`config.mk`:
```
export PLATFORM = sky130hd
export DESIGN_NAME = rtc_regfile
export DESIGN_NICKNAME = d
export VERILOG_FILES = /design/src/rtl/rtc_pkg.sv /design/src/rtl/rtc_tod_counter.sv /design/src/rtl/rtc_xfer_fsm.sv /design/src/rtl/rtc_regfile.sv
export SDC_FILE = /design/constraint.sdc
export NUM_CORES = 1
export LEC_CHECK = 0
export BUFFER_PORTS_ARGS = -buffer_cell sky130_fd_sc_hd__buf_2
export CORE_ASPECT_RATIO = 0.6
export CORE_MARGIN = 8
export CORE_UTILIZATION = 57
export CTS_CLUSTER_SIZE = 14
export DETAILED_ROUTE_END_ITERATION = 8
export PLACE_DENSITY_LB_ADDON = 0.25
export SLEW_MARGIN = 20
export SYNTH_ARGS = -nofsm -noshare
export SYNTH_HDL_FRONTEND = slang
export SYNTH_SLANG_ARGS = --single-unit
```
`constraint.sdc`:
```
create_clock -name clk -period 3.4 [get_ports clk]
set_input_delay 0.85 -clock clk [delete_from_list [all_inputs] [get_ports clk]]
set_output_delay 0.85 -clock clk [all_outputs]
set_load 0.05 [all_outputs]
```
`src/rtl/rtc_pkg.sv`:
```
package rtc_pkg;

    localparam int NFLD  = 8;
    localparam int F_SEC = 0;
    localparam int F_MIN = 1;
    localparam int F_HR  = 2;
    localparam int F_WDY = 3;
    localparam int F_DAT = 4;
    localparam int F_MON = 5;
    localparam int F_YR  = 6;
    localparam int F_CEN = 7;

    typedef enum logic [1:0] {
        ST_RUN  = 2'd0,
        ST_XFER = 2'd1,
        ST_HOLD = 2'd2,
        ST_LOAD = 2'd3
    } xfer_st_e;

    function automatic logic [7:0] bcd_inc(input logic [7:0] v);
        return (v[3:0] == 4'd9) ? {v[7:4] + 4'd1, 4'd0} : {v[7:4], v[3:0] + 4'd1};
    endfunction

    function automatic logic [7:0] bcd_to_bin(input logic [7:0] v);
        return 8'(v[7:4]) * 8'd10 + 8'(v[3:0]);
    endfunction

    // last valid date of a month, BCD, with leap rule from year and century
    function automatic logic [7:0] month_last_day(input logic [7:0] mon,
                                                  input logic [7:0] yr,
                                                  input logic [7:0] cen);
        logic [7:0] yb;
        logic [7:0] cb;
        logic       leap;
        yb   = bcd_to_bin(yr);
        cb   = bcd_to_bin(cen);
        leap = (yb != 8'd0) ? (yb[1:0] == 2'b00) : (cb[1:0] == 2'b00);
        case (mon)
            8'h02:                      return leap ? 8'h29 : 8'h28;
            8'h04, 8'h06, 8'h09, 8'h11: return 8'h30;
            default:                    return 8'h31;
        endcase
    endfunction

    function automatic logic [7:0] field_reset(input int idx, input logic [7:0] cen);
        if (idx == F_WDY || idx == F_DAT || idx == F_MON) return 8'h01;
        if (idx == F_CEN) return cen;
        return 8'h00;
    endfunction

endpackage

```
`src/rtl/rtc_tod_counter.sv`:
```
module rtc_tod_counter
    import rtc_pkg::*;
#(
    parameter logic [7:0] RST_CEN = 8'h20
) (
    input  logic                  clk,
    input  logic                  rst_n,
    input  logic                  adv,
    input  logic [NFLD-1:0]       load_en,
    input  logic [NFLD-1:0][7:0]  load_val,
    output logic [NFLD-1:0][7:0]  cnt
);

    logic [7:0] cnt_q   [NFLD];
    logic [7:0] cnt_nxt [NFLD];
    logic       w_sec, w_min, w_hr, w_dat, w_mon, w_yr;
    logic       c_min, c_hr, c_day, c_mon, c_yr, c_cen;

    always_comb begin
        w_sec = (cnt_q[F_SEC] == 8'h59);
        w_min = (cnt_q[F_MIN] == 8'h59);
        w_hr  = (cnt_q[F_HR]  == 8'h23);
        w_dat = (cnt_q[F_DAT] == month_last_day(cnt_q[F_MON], cnt_q[F_YR], cnt_q[F_CEN]));
        w_mon = (cnt_q[F_MON] == 8'h12);
        w_yr  = (cnt_q[F_YR]  == 8'h99);
        c_min = w_sec;
        c_hr  = c_min & w_min;
        c_day = c_hr  & w_hr;
        c_mon = c_day & w_dat;
        c_yr  = c_mon & w_mon;
        c_cen = c_yr  & w_yr;

        for (int i = 0; i < NFLD; i++) cnt_nxt[i] = cnt_q[i];
        cnt_nxt[F_SEC] = w_sec ? 8'h00 : bcd_inc(cnt_q[F_SEC]);
        if (c_min) cnt_nxt[F_MIN] = w_min ? 8'h00 : bcd_inc(cnt_q[F_MIN]);
        if (c_hr)  cnt_nxt[F_HR]  = w_hr  ? 8'h00 : bcd_inc(cnt_q[F_HR]);
        if (c_day) begin
            cnt_nxt[F_WDY] = (cnt_q[F_WDY] == 8'h07) ? 8'h01 : bcd_inc(cnt_q[F_WDY]);
            cnt_nxt[F_DAT] = w_dat ? 8'h01 : bcd_inc(cnt_q[F_DAT]);
        end
        if (c_mon) cnt_nxt[F_MON] = w_mon ? 8'h01 : bcd_inc(cnt_q[F_MON]);
        if (c_yr)  cnt_nxt[F_YR]  = w_yr  ? 8'h00 : bcd_inc(cnt_q[F_YR]);
        if (c_cen) cnt_nxt[F_CEN] = (cnt_q[F_CEN] == 8'h99) ? 8'h00 : bcd_inc(cnt_q[F_CEN]);
    end

    for (genvar g = 0; g < NFLD; g++) begin : g_fld
        always_ff @(posedge clk or negedge rst_n) begin
            if (!rst_n)            cnt_q[g] <= field_reset(g, RST_CEN);
            else if (load_en[g])   cnt_q[g] <= load_val[g];
            else if (adv)          cnt_q[g] <= cnt_nxt[g];
        end
        assign cnt[g] = cnt_q[g];
    end

    p_sec_wrap_r4: assert property (@(posedge clk) disable iff (!rst_n)
        (adv && load_en == '0 && cnt_q[F_SEC] == 8'h59) |=> (cnt_q[F_SEC] == 8'h00));

    p_feb_common_r5: assert property (@(posedge clk) disable iff (!rst_n)
        (adv && load_en == '0 && cnt_q[F_SEC] == 8'h59 && cnt_q[F_MIN] == 8'h59 &&
         cnt_q[F_HR] == 8'h23 && cnt_q[F_DAT] == 8'h28 && cnt_q[F_MON] == 8'h02 &&
         cnt_q[F_YR] == 8'h23) |=> (cnt_q[F_DAT] == 8'h01 && cnt_q[F_MON] == 8'h03));

endmodule

```
`src/rtl/rtc_xfer_fsm.sv`:
```
module rtc_xfer_fsm
    import rtc_pkg::*;
(
    input  logic     clk,
    input  logic     rst_n,
    input  logic     adv,
    input  logic     inhibit,
    output xfer_st_e st_o,
    output logic     copy_o,
    output logic     commit_o
);

    xfer_st_e state_q, state_d;

    always_ff @(posedge clk or negedge rst_n) begin
        if (!rst_n) state_q <= ST_RUN;
        else        state_q <= state_d;
    end

    always_comb begin
        state_d = state_q;
        unique case (state_q)
            ST_RUN:  if (adv) state_d = ST_XFER;
                     else if (inhibit) state_d = ST_HOLD;
            ST_XFER: state_d = inhibit ? ST_HOLD : ST_RUN;
            ST_HOLD: if (!inhibit) state_d = ST_LOAD;
            ST_LOAD: state_d = ST_RUN;
        endcase
    end

    always_comb begin
        st_o     = state_q;
        copy_o   = (state_q == ST_XFER);
        commit_o = (state_q == ST_LOAD);
    end

    p_busy_pulse_r12: assert property (@(posedge clk) disable iff (!rst_n)
        (state_q == ST_XFER) |=> (state_q != ST_XFER));

    p_xfer_then_freeze_r10: assert property (@(posedge clk) disable iff (!rst_n)
        (state_q == ST_XFER && inhibit) |=> (state_q == ST_HOLD));

    p_commit_then_run_r9: assert property (@(posedge clk) disable iff (!rst_n)
        (state_q == ST_LOAD) |=> (state_q == ST_RUN));

endmodule

```
`src/rtl/rtc_regfile.sv`:
```
module rtc_regfile
    import rtc_pkg::*;
#(
    parameter int         ADDR_W   = 4,
    parameter logic [ADDR_W-1:0] CTRL_OFF = 4'hE,
    parameter logic [7:0] RST_CEN  = 8'h20
) (
    input  logic              clk,
    input  logic              rst_n,
    input  logic              tick_1s,
    input  logic              bus_wr,
    input  logic [ADDR_W-1:0] bus_addr,
    input  logic [7:0]        bus_wdata,
    output logic [7:0]        bus_rdata,
    output logic              xfer_busy
);

    localparam int FLD_AW = $clog2(NFLD);

    logic                 inh_q, h24_q, run_q, pend_q;
    logic [7:0]           sh_q [NFLD];
    logic [NFLD-1:0]      dirty_q;
    logic [NFLD-1:0][7:0] sh_flat;
    logic [NFLD-1:0][7:0] cnt;
    logic                 in_fld, fld_wr, ctrl_wr;
    logic                 adv_req, adv, copy, commit;
    xfer_st_e             st;

    assign in_fld  = (bus_addr < ADDR_W'(NFLD));
    assign fld_wr  = bus_wr && in_fld && inh_q;
    assign ctrl_wr = bus_wr && (bus_addr == CTRL_OFF);
    assign adv_req = tick_1s | pend_q;
    assign adv     = adv_req && run_q && (st != ST_LOAD);

    always_ff @(posedge clk or negedge rst_n) begin
        if (!rst_n) begin
            inh_q  <= 1'b0;
            h24_q  <= 1'b1;
            run_q  <= 1'b1;
            pend_q <= 1'b0;
        end else begin
            pend_q <= adv_req && (st == ST_LOAD);
            if (ctrl_wr) begin
                inh_q <= bus_wdata[3];
                h24_q <= bus_wdata[1];
                run_q <= bus_wdata[0];
            end
        end
    end

    for (genvar g = 0; g < NFLD; g++) begin : g_sh
        logic hit;
        assign hit = fld_wr && (bus_addr[FLD_AW-1:0] == FLD_AW'(g));
        always_ff @(posedge clk or negedge rst_n) begin
            if (!rst_n) begin
                sh_q[g]    <= field_reset(g, RST_CEN);
                dirty_q[g] <= 1'b0;
            end else begin
                if (hit)                        sh_q[g] <= bus_wdata;
                else if (copy && !dirty_q[g])   sh_q[g] <= cnt[g];
                if (hit)                        dirty_q[g] <= 1'b1;
                else if (commit)                dirty_q[g] <= 1'b0;
            end
        end
        assign sh_flat[g] = sh_q[g];
    end

    rtc_xfer_fsm u_fsm (
        .clk      (clk),
        .rst_n    (rst_n),
        .adv      (adv),
        .inhibit  (inh_q),
        .st_o     (st),
        .copy_o   (copy),
        .commit_o (commit)
    );

    rtc_tod_counter #(.RST_CEN(RST_CEN)) u_cnt (
        .clk      (clk),
        .rst_n    (rst_n),
        .adv      (adv),
        .load_en  (commit ? dirty_q : '0),
        .load_val (sh_flat),
        .cnt      (cnt)
    );

    always_comb begin
        if (in_fld)                    bus_rdata = sh_q[bus_addr[FLD_AW-1:0]];
        else if (bus_addr == CTRL_OFF) bus_rdata = {4'b0000, inh_q, 1'b0, h24_q, run_q};
        else                           bus_rdata = 8'h00;
        xfer_busy = copy;
    end

    p_frozen_r7: assert property (@(posedge clk) disable iff (!rst_n)
        (st == ST_HOLD && !bus_wr) |=> $stable(sh_flat));

    p_ignore_unlocked_r8: assert property (@(posedge clk) disable iff (!rst_n)
        (!inh_q && st != ST_XFER) |=> $stable(sh_flat));

    p_commit_clears_r9: assert property (@(posedge clk) disable iff (!rst_n)
        commit |=> (dirty_q == '0));

    p_stopped_r11: assert property (@(posedge clk) disable iff (!rst_n)
        (!run_q && !commit) |=> $stable(cnt));

endmodule

```
Word level (Yosys, flattened, before mapping). Cells that the tools add are included.

Flip-flop bits (word level): 142. Bits of input ports: 16.

$add $sub $neg: 18. Multiply operators: 2. Order comparisons: 2. Equality and inequality tests: 35. Muxes and demuxes: 77. Bitwise logic cells: 7. Reductions and logical operators: 91.

Operator list (number): two-way mux 8 bit (57); adder 4 x 1 -> 4 bit (second input constant) (16); nonzero test 2 bit (31); == test 4 bit (second input constant) (9); binary-select mux 8 bit (select 3 bit) (1); == test 8 x 3 -> 1 bit (second input constant) (3); nonzero test 3 bit (8); logical AND 1 bit (22); AND reduction 3 bit (7); AND reduction 2 bit (9); == test 8 x 5 -> 1 bit (second input constant) (2); == test 8 x 7 -> 1 bit (second input constant) (2); == test 8 bit (second input constant) (2); two-way mux 16 bit (1); case mux 8 bit (2 select lines) (1); == test 3 bit (second input constant) (4); two-way mux 1 bit (11); adder 8 x 4 -> 8 bit (1); == test 8 x 2 -> 1 bit (second input constant) (1); == test 8 x 4 -> 1 bit (second input constant) (1); == test 8 x 6 -> 1 bit (second input constant) (1); == test 8 bit (1); zero test 1 bit (8); two-way mux 2 bit (4); 20 further kinds (29).

Logic depth before layout (Yosys ltp).
Word-level depth: 13. Mapped depth: 11. Mapped depth without buffers: 10.

Hierarchy. From an unflattened synthesis, not the netlist that was laid out.

Cells, all modules: 861. Area total of the unflattened synthesis: 8952.3 um^2.

By module, submodules not included: rtc_tod_counter (times used 1, cells an instance 533, area an instance 4520.6 um^2, seq. area each 1606.5 um^2); rtc_regfile (times used 1, cells an instance 319, area an instance 4336.7 um^2, seq. area each 1909.3 um^2); rtc_xfer_fsm (times used 1, cells an instance 9, area an instance 95.1 um^2, seq. area each 50.0 um^2).

Worst setup path before layout. Ideal clock, no wire load.

Path type: input to output. From: input bus_addr[0]. To: output bus_rdata[0]. Data arrival time: 2.828 ns. Data required time: 2.550 ns. Path slack: -0.278 ns. Stages: 4. Cell sequence: buf_1 mux4_2 mux2i_1 o21ai_0.

Cells in the longest elaborated chain, start to end: 5.

Ends and longest elaborated chain: from (decl) (line rtc_regfile.sv:12) `input logic [ADDR_W-1:0] bus_addr,`; NOT 3 -> 4 bit (implied by the code) (line rtc_regfile.sv:88) `if (in_fld) bus_rdata = sh_q[bus_addr[FLD_AW-1:0]];`; binary-select mux 8 bit (select 3 bit) (line rtc_regfile.sv:88); two-way mux 8 bit (implied by the code) (2 in series) (line rtc_regfile.sv:88); two-way mux 8 bit (*) (line rtc_regfile.sv:88); to (decl) (line rtc_regfile.sv:14) `output logic [7:0] bus_rdata,`.

Every way passes the cells marked *; elsewhere a longest branch is shown, timed or not. The select of a mux whose other input is x is not followed.

Worst setup path after layout.
From: register u_cnt.cnt_q (netlist bit u_cnt.cnt[53]). To: register u_cnt.cnt_q (netlist bit u_cnt.cnt[38]).

Cells in the longest elaborated chain, start to end: 11.

Ends and longest elaborated chain: from (decl) (line rtc_tod_counter.sv:14) `logic [7:0] cnt_q [NFLD];`; from (signal, indexed assignment) (line rtc_tod_counter.sv:48) `if (!rst_n) cnt_q[g] <= field_reset(g, RST_CEN);`; from (signal, indexed assignment) (line rtc_tod_counter.sv:49) `else if (load_en[g]) cnt_q[g] <= load_val[g];`; from (signal, indexed assignment) (line rtc_tod_counter.sv:50) `else if (adv) cnt_q[g] <= cnt_nxt[g];`; multiplier 4 x 3 -> 7 bit (*) (line rtc_pkg.sv:25) `return 8'(v[7:4]) * 8'd10 + 8'(v[3:0]);`; adder 8 x 4 -> 8 bit (*) (line rtc_pkg.sv:25); nonzero test 8 bit (*) (line rtc_pkg.sv:37) `leap = (yb != 8'd0) ? (yb[1:0] == 2'b00) : (cb[1:0] == 2'b00);`; two-way mux 1 bit (*) (line rtc_pkg.sv:37); two-way mux 1 bit (*) (line rtc_pkg.sv:39) `8'h02: return leap ? 8'h29 : 8'h28;`; case mux 8 bit (2 select lines) (*) (line rtc_pkg.sv:38) `case (mon)`; == test 8 bit (*) (line rtc_tod_counter.sv:23) `w_dat = (cnt_q[F_DAT] == month_last_day(cnt_q[F_MON], cnt_q[F_YR], cnt_q[F_CEN]));`; two-way mux 8 bit (line rtc_tod_counter.sv:39) `cnt_nxt[F_DAT] = w_dat ? 8'h01 : bcd_inc(cnt_q[F_DAT]);`; two-way mux 16 bit (line rtc_tod_counter.sv:37) `if (c_day) begin`; two-way mux 8 bit (line rtc_tod_counter.sv:50); two-way mux 8 bit (line rtc_tod_counter.sv:49).

Marks and branches as above. A chain may end at the register's enable or synchronous reset.

==> results by group <==
Power
  • Switching power: between 0.002 and 0.003 W
  • VDD IR max: between 300 and 400 µV
  • Internal Power: between 0.004 and 0.005 W
  • Clock power frac: between 20% and 30%
  • Sw Ratio: between 30% and 40%
  • Pwr dens: about 740 mW/mm²
  • Lkg Pwr: a little over 4 nW
  • Comb power frac: between 30% and 40%
  • Register share of total power: 40.7%

Finish
  • Share of layout cells above drive strength 1: 15.9%
  • Layout area overhead: 14.4%
  • Final net count: a little over 1000
  • Design area: 0.00990 mm²
  • Commonest cells after routing, fill and taps aside: dfrtp_1, nand2_1, o21ai_0
  • Commonest non-fill, non-tap cell in the layout: dfrtp_1
  • Final Non-Filler Cells: about 1200

Worst setup path
  • R2r worst-path depth: 11
  • Crit start category: flip-flop
  • Worst-path fanout max: 14
  • Worst R2R Setup Slack: 0.10 ns
  • Crit. End Element: flip-flop
  • WP data required: roughly 3.7 ns
  • Critical setup path kind: flip-flop to flip-flop
  • Critical path data arrival time: between 3 and 4 ns

Synth
  • #FFs+latches synth: 142
  • Warnings, synthesis: 0
  • Syn_area_per_cell: between 9 and 10 µm²
  • Synth top area cells: dfrtp_1, mux2i_1, nand2_1, o21ai_0, ha_1
  • Synth top area share: 38.1%
  • Register area share after synthesis: between 40% and 50%
  • Synth Net Count: 977
  • Post-synth EDFFs: 0
  • Ys async rst share: 100%
  • Primary FF master, synth: dfrtp_1
  • Netlist Area Pre-Place: between 0.008 and 0.009 mm²
  • Distinct cells, synth: 73
  • Cell taking the most area after synthesis: dfrtp_1
  • Cells after Synth: slightly above 900

Drt
  • Drt first pass iters: 6
  • DRC Markers: 0
  • Post-route ant nets: 0
  • Vias after detailed routing: between 7000 and 8000
  • Initial DRC Count: around 940
  • DR WL/cell: 21.6 µm
  • Drt total wl: between 20 and 30 mm
  • Via density: approximately 6.4

Clocking
  • CTS H-tree depth: 4
  • CTS tree: done
  • Clock transition at path regs: roughly 0.070 ns
  • Max clock buf depth: 2
  • Post-cts hold buffer count: 0
  • Clock latency on the worst-skew pair: 0.42 ns
  • Clock root buffer master: clkbuf_16
  • CTS sink count: between 100 and 150
  • CTS Buf Count: 17

Run status
  • Status: complete, no violations

Die
  • Die Height: around 110 µm
  • Die ar.: between 0.015 and 0.02 mm²
  • Ports: 25
  • DIE WIDTH: 175 µm
  • Core box area: 0.0151 mm²
  • FP Rows: 35
  • Initial core utilization: between 50% and 60%

GRT
  • Grt met2 use: around 34%
  • Met1 Use GR: between 30 and 40%
  • GRT Overall Usage: 26.1%
  • Initial antenna violation count: 1
  • Number of global-route vias before repair: 7029
  • First-pass GRT wire length: 40.2 mm
  • Remaining global-route overflow: 0
  • Largest net degree at the start of global routing: between 60 and 70
  • Grt met3 use: under 10%
  • Busiest grt layer: met1

Placed design
  • Post-placement cell area: 0.00922 mm²
  • Placed Cells incl. Taps: ~1200
  • HPWL Detailed: 18.2 mm
  • IO buf count: 24
  • Gpl congestion: roughly 0.96

Timing
  • Slew margin rel.: about 37%
  • Hold Vio Cnt, Final: 0
  • Final Critical Period: ~3.3 ns
  • Final setup fails: 0
  • Final Skew: roughly 0.011 ns
  • Worst-margin pin slew: about 0.94 ns
  • Max-slew violations: 0
  • Period utilisation layout: between 90 and 100%
  • Setup repair after global routing missed its margin: true
  • Hold WS: approximately 0.43 ns
  • Max Fclk: around 300 MHz

Min path
  • Hold Path Class: input pin to async pin

Flow run
  • Max-Cap Viols: 0
[worst paths after layout]
path                                            from                        end
setup / recovery           u_cnt.cnt[53]$_DFFE_PN0P_  u_cnt.cnt[38]$_DFFE_PN0P_
hold / removal                                 rst_n  u_cnt.cnt[46]$_DFFE_PN0P_
setup reg to reg           u_cnt.cnt[53]$_DFFE_PN0P_  u_cnt.cnt[38]$_DFFE_PN0P_
hold reg to reg              sh_flat[40]$_DFFE_PN1P_  u_cnt.cnt[40]$_DFFE_PN1P_
max in group asynchronous                      rst_n    sh_flat[61]$_DFFE_PN1P_
min in group clk             sh_flat[40]$_DFFE_PN1P_  u_cnt.cnt[40]$_DFFE_PN1P_
[registers in the layout, indices dropped and copies added, names as in the netlist]
register,count
sh_flat,64
u_cnt.cnt,64
dirty_q,8
u_fsm.st_o,2
h24_q,1
inh_q,1
pend_q,1
run_q,1
[critical path, cell delays in order (launching register included)]
cell,delay (ns)
dfrtp_1,0.38
ha_1,0.29
ha_2,0.21
fa_2,0.55
nand3b_1,0.08
a211o_1,0.30
a2111oi_4,0.35
a31oi_4,0.17
o21ai_1,0.19
buf_6,0.18
or3b_1,0.35
a31oi_1,0.16
[metal layers]
metal  vias up  wire length [µm]
met5         -                 0
met4         0               435
li1       3460                 -
met3        40              3330
met1      3720             11600
met2       384             10200
[cell usage after synthesis, types with 21 or more instances]
library cell	count
nand3_1	26
nand2_1	129
mux2i_1	77
ha_1	33
dfrtp_1	132
nor2_1	74
clkbuf_1	35
o21ai_1	26
a21oi_1	31
inv_1	26
nor3_1	21
o21ai_0	89
[cell type report]
| type | instances | area (µm²) |
|---|---|---|
| diodes | 1 | 2.50 |
| repair buffers | 72 | 515 |
| inverters | 27 | 101 |
| clock inverters | 13 | 165 |
| fillers | 1208 | 5200 |
| clock buffers | 19 | 443 |
| well taps | 203 | 254 |
| flip-flops and latches | 142 | 3570 |
| multi-input cells | 711 | 4860 |
[metrics by stage]
stage                     total power [W]  utilization, %   TNS, ns  setup WS (ns)
after floorplan                   0.00438               -         0         0.0112
after global placement            0.00518            61.0         0         0.0615
after detailed placement          0.00524            61.0  -0.00679       -0.00679
after CTS                         0.00719            65.1         0         0.0254
after global routing              0.00768            65.6  -0.00533       -0.00533
final                             0.00734            65.6         0          0.103
[power by group through the flow]
stage	Clock [W]	Combinational [W]	Sequential, W
after detailed placement	0	0.00229	0.00294
after CTS	0.00194	0.00232	0.00293
after global routing	0.00200	0.00265	0.00303
after global placement	0	0.00224	0.00294
final	0.00193	0.00243	0.00298
after floorplan	0	0.00174	0.00264
[timing repair]
| item | CTS | global route |
|---|---|---|
| pin swaps | 0 | 4 |
| gates resized for setup | 2 | 8 |
| endpoints found under the setup margin | 2 | 17 |
| setup buffers | 0 | 3 |
| hold endpoints to repair | 0 | 0 |
[cells by family after synthesis]
kind of cell	synth area share (%)
AND/OR/NAND/NOR	19.5
AO/OA/AOI/OAI	15.9
flip-flops	41.2
multiplexers	14.1
buffers and inverters	3.29
adder cells (fa/ha/maj)	5.23
XOR/XNOR	0.809
Power figures use the tool's default switching activity.
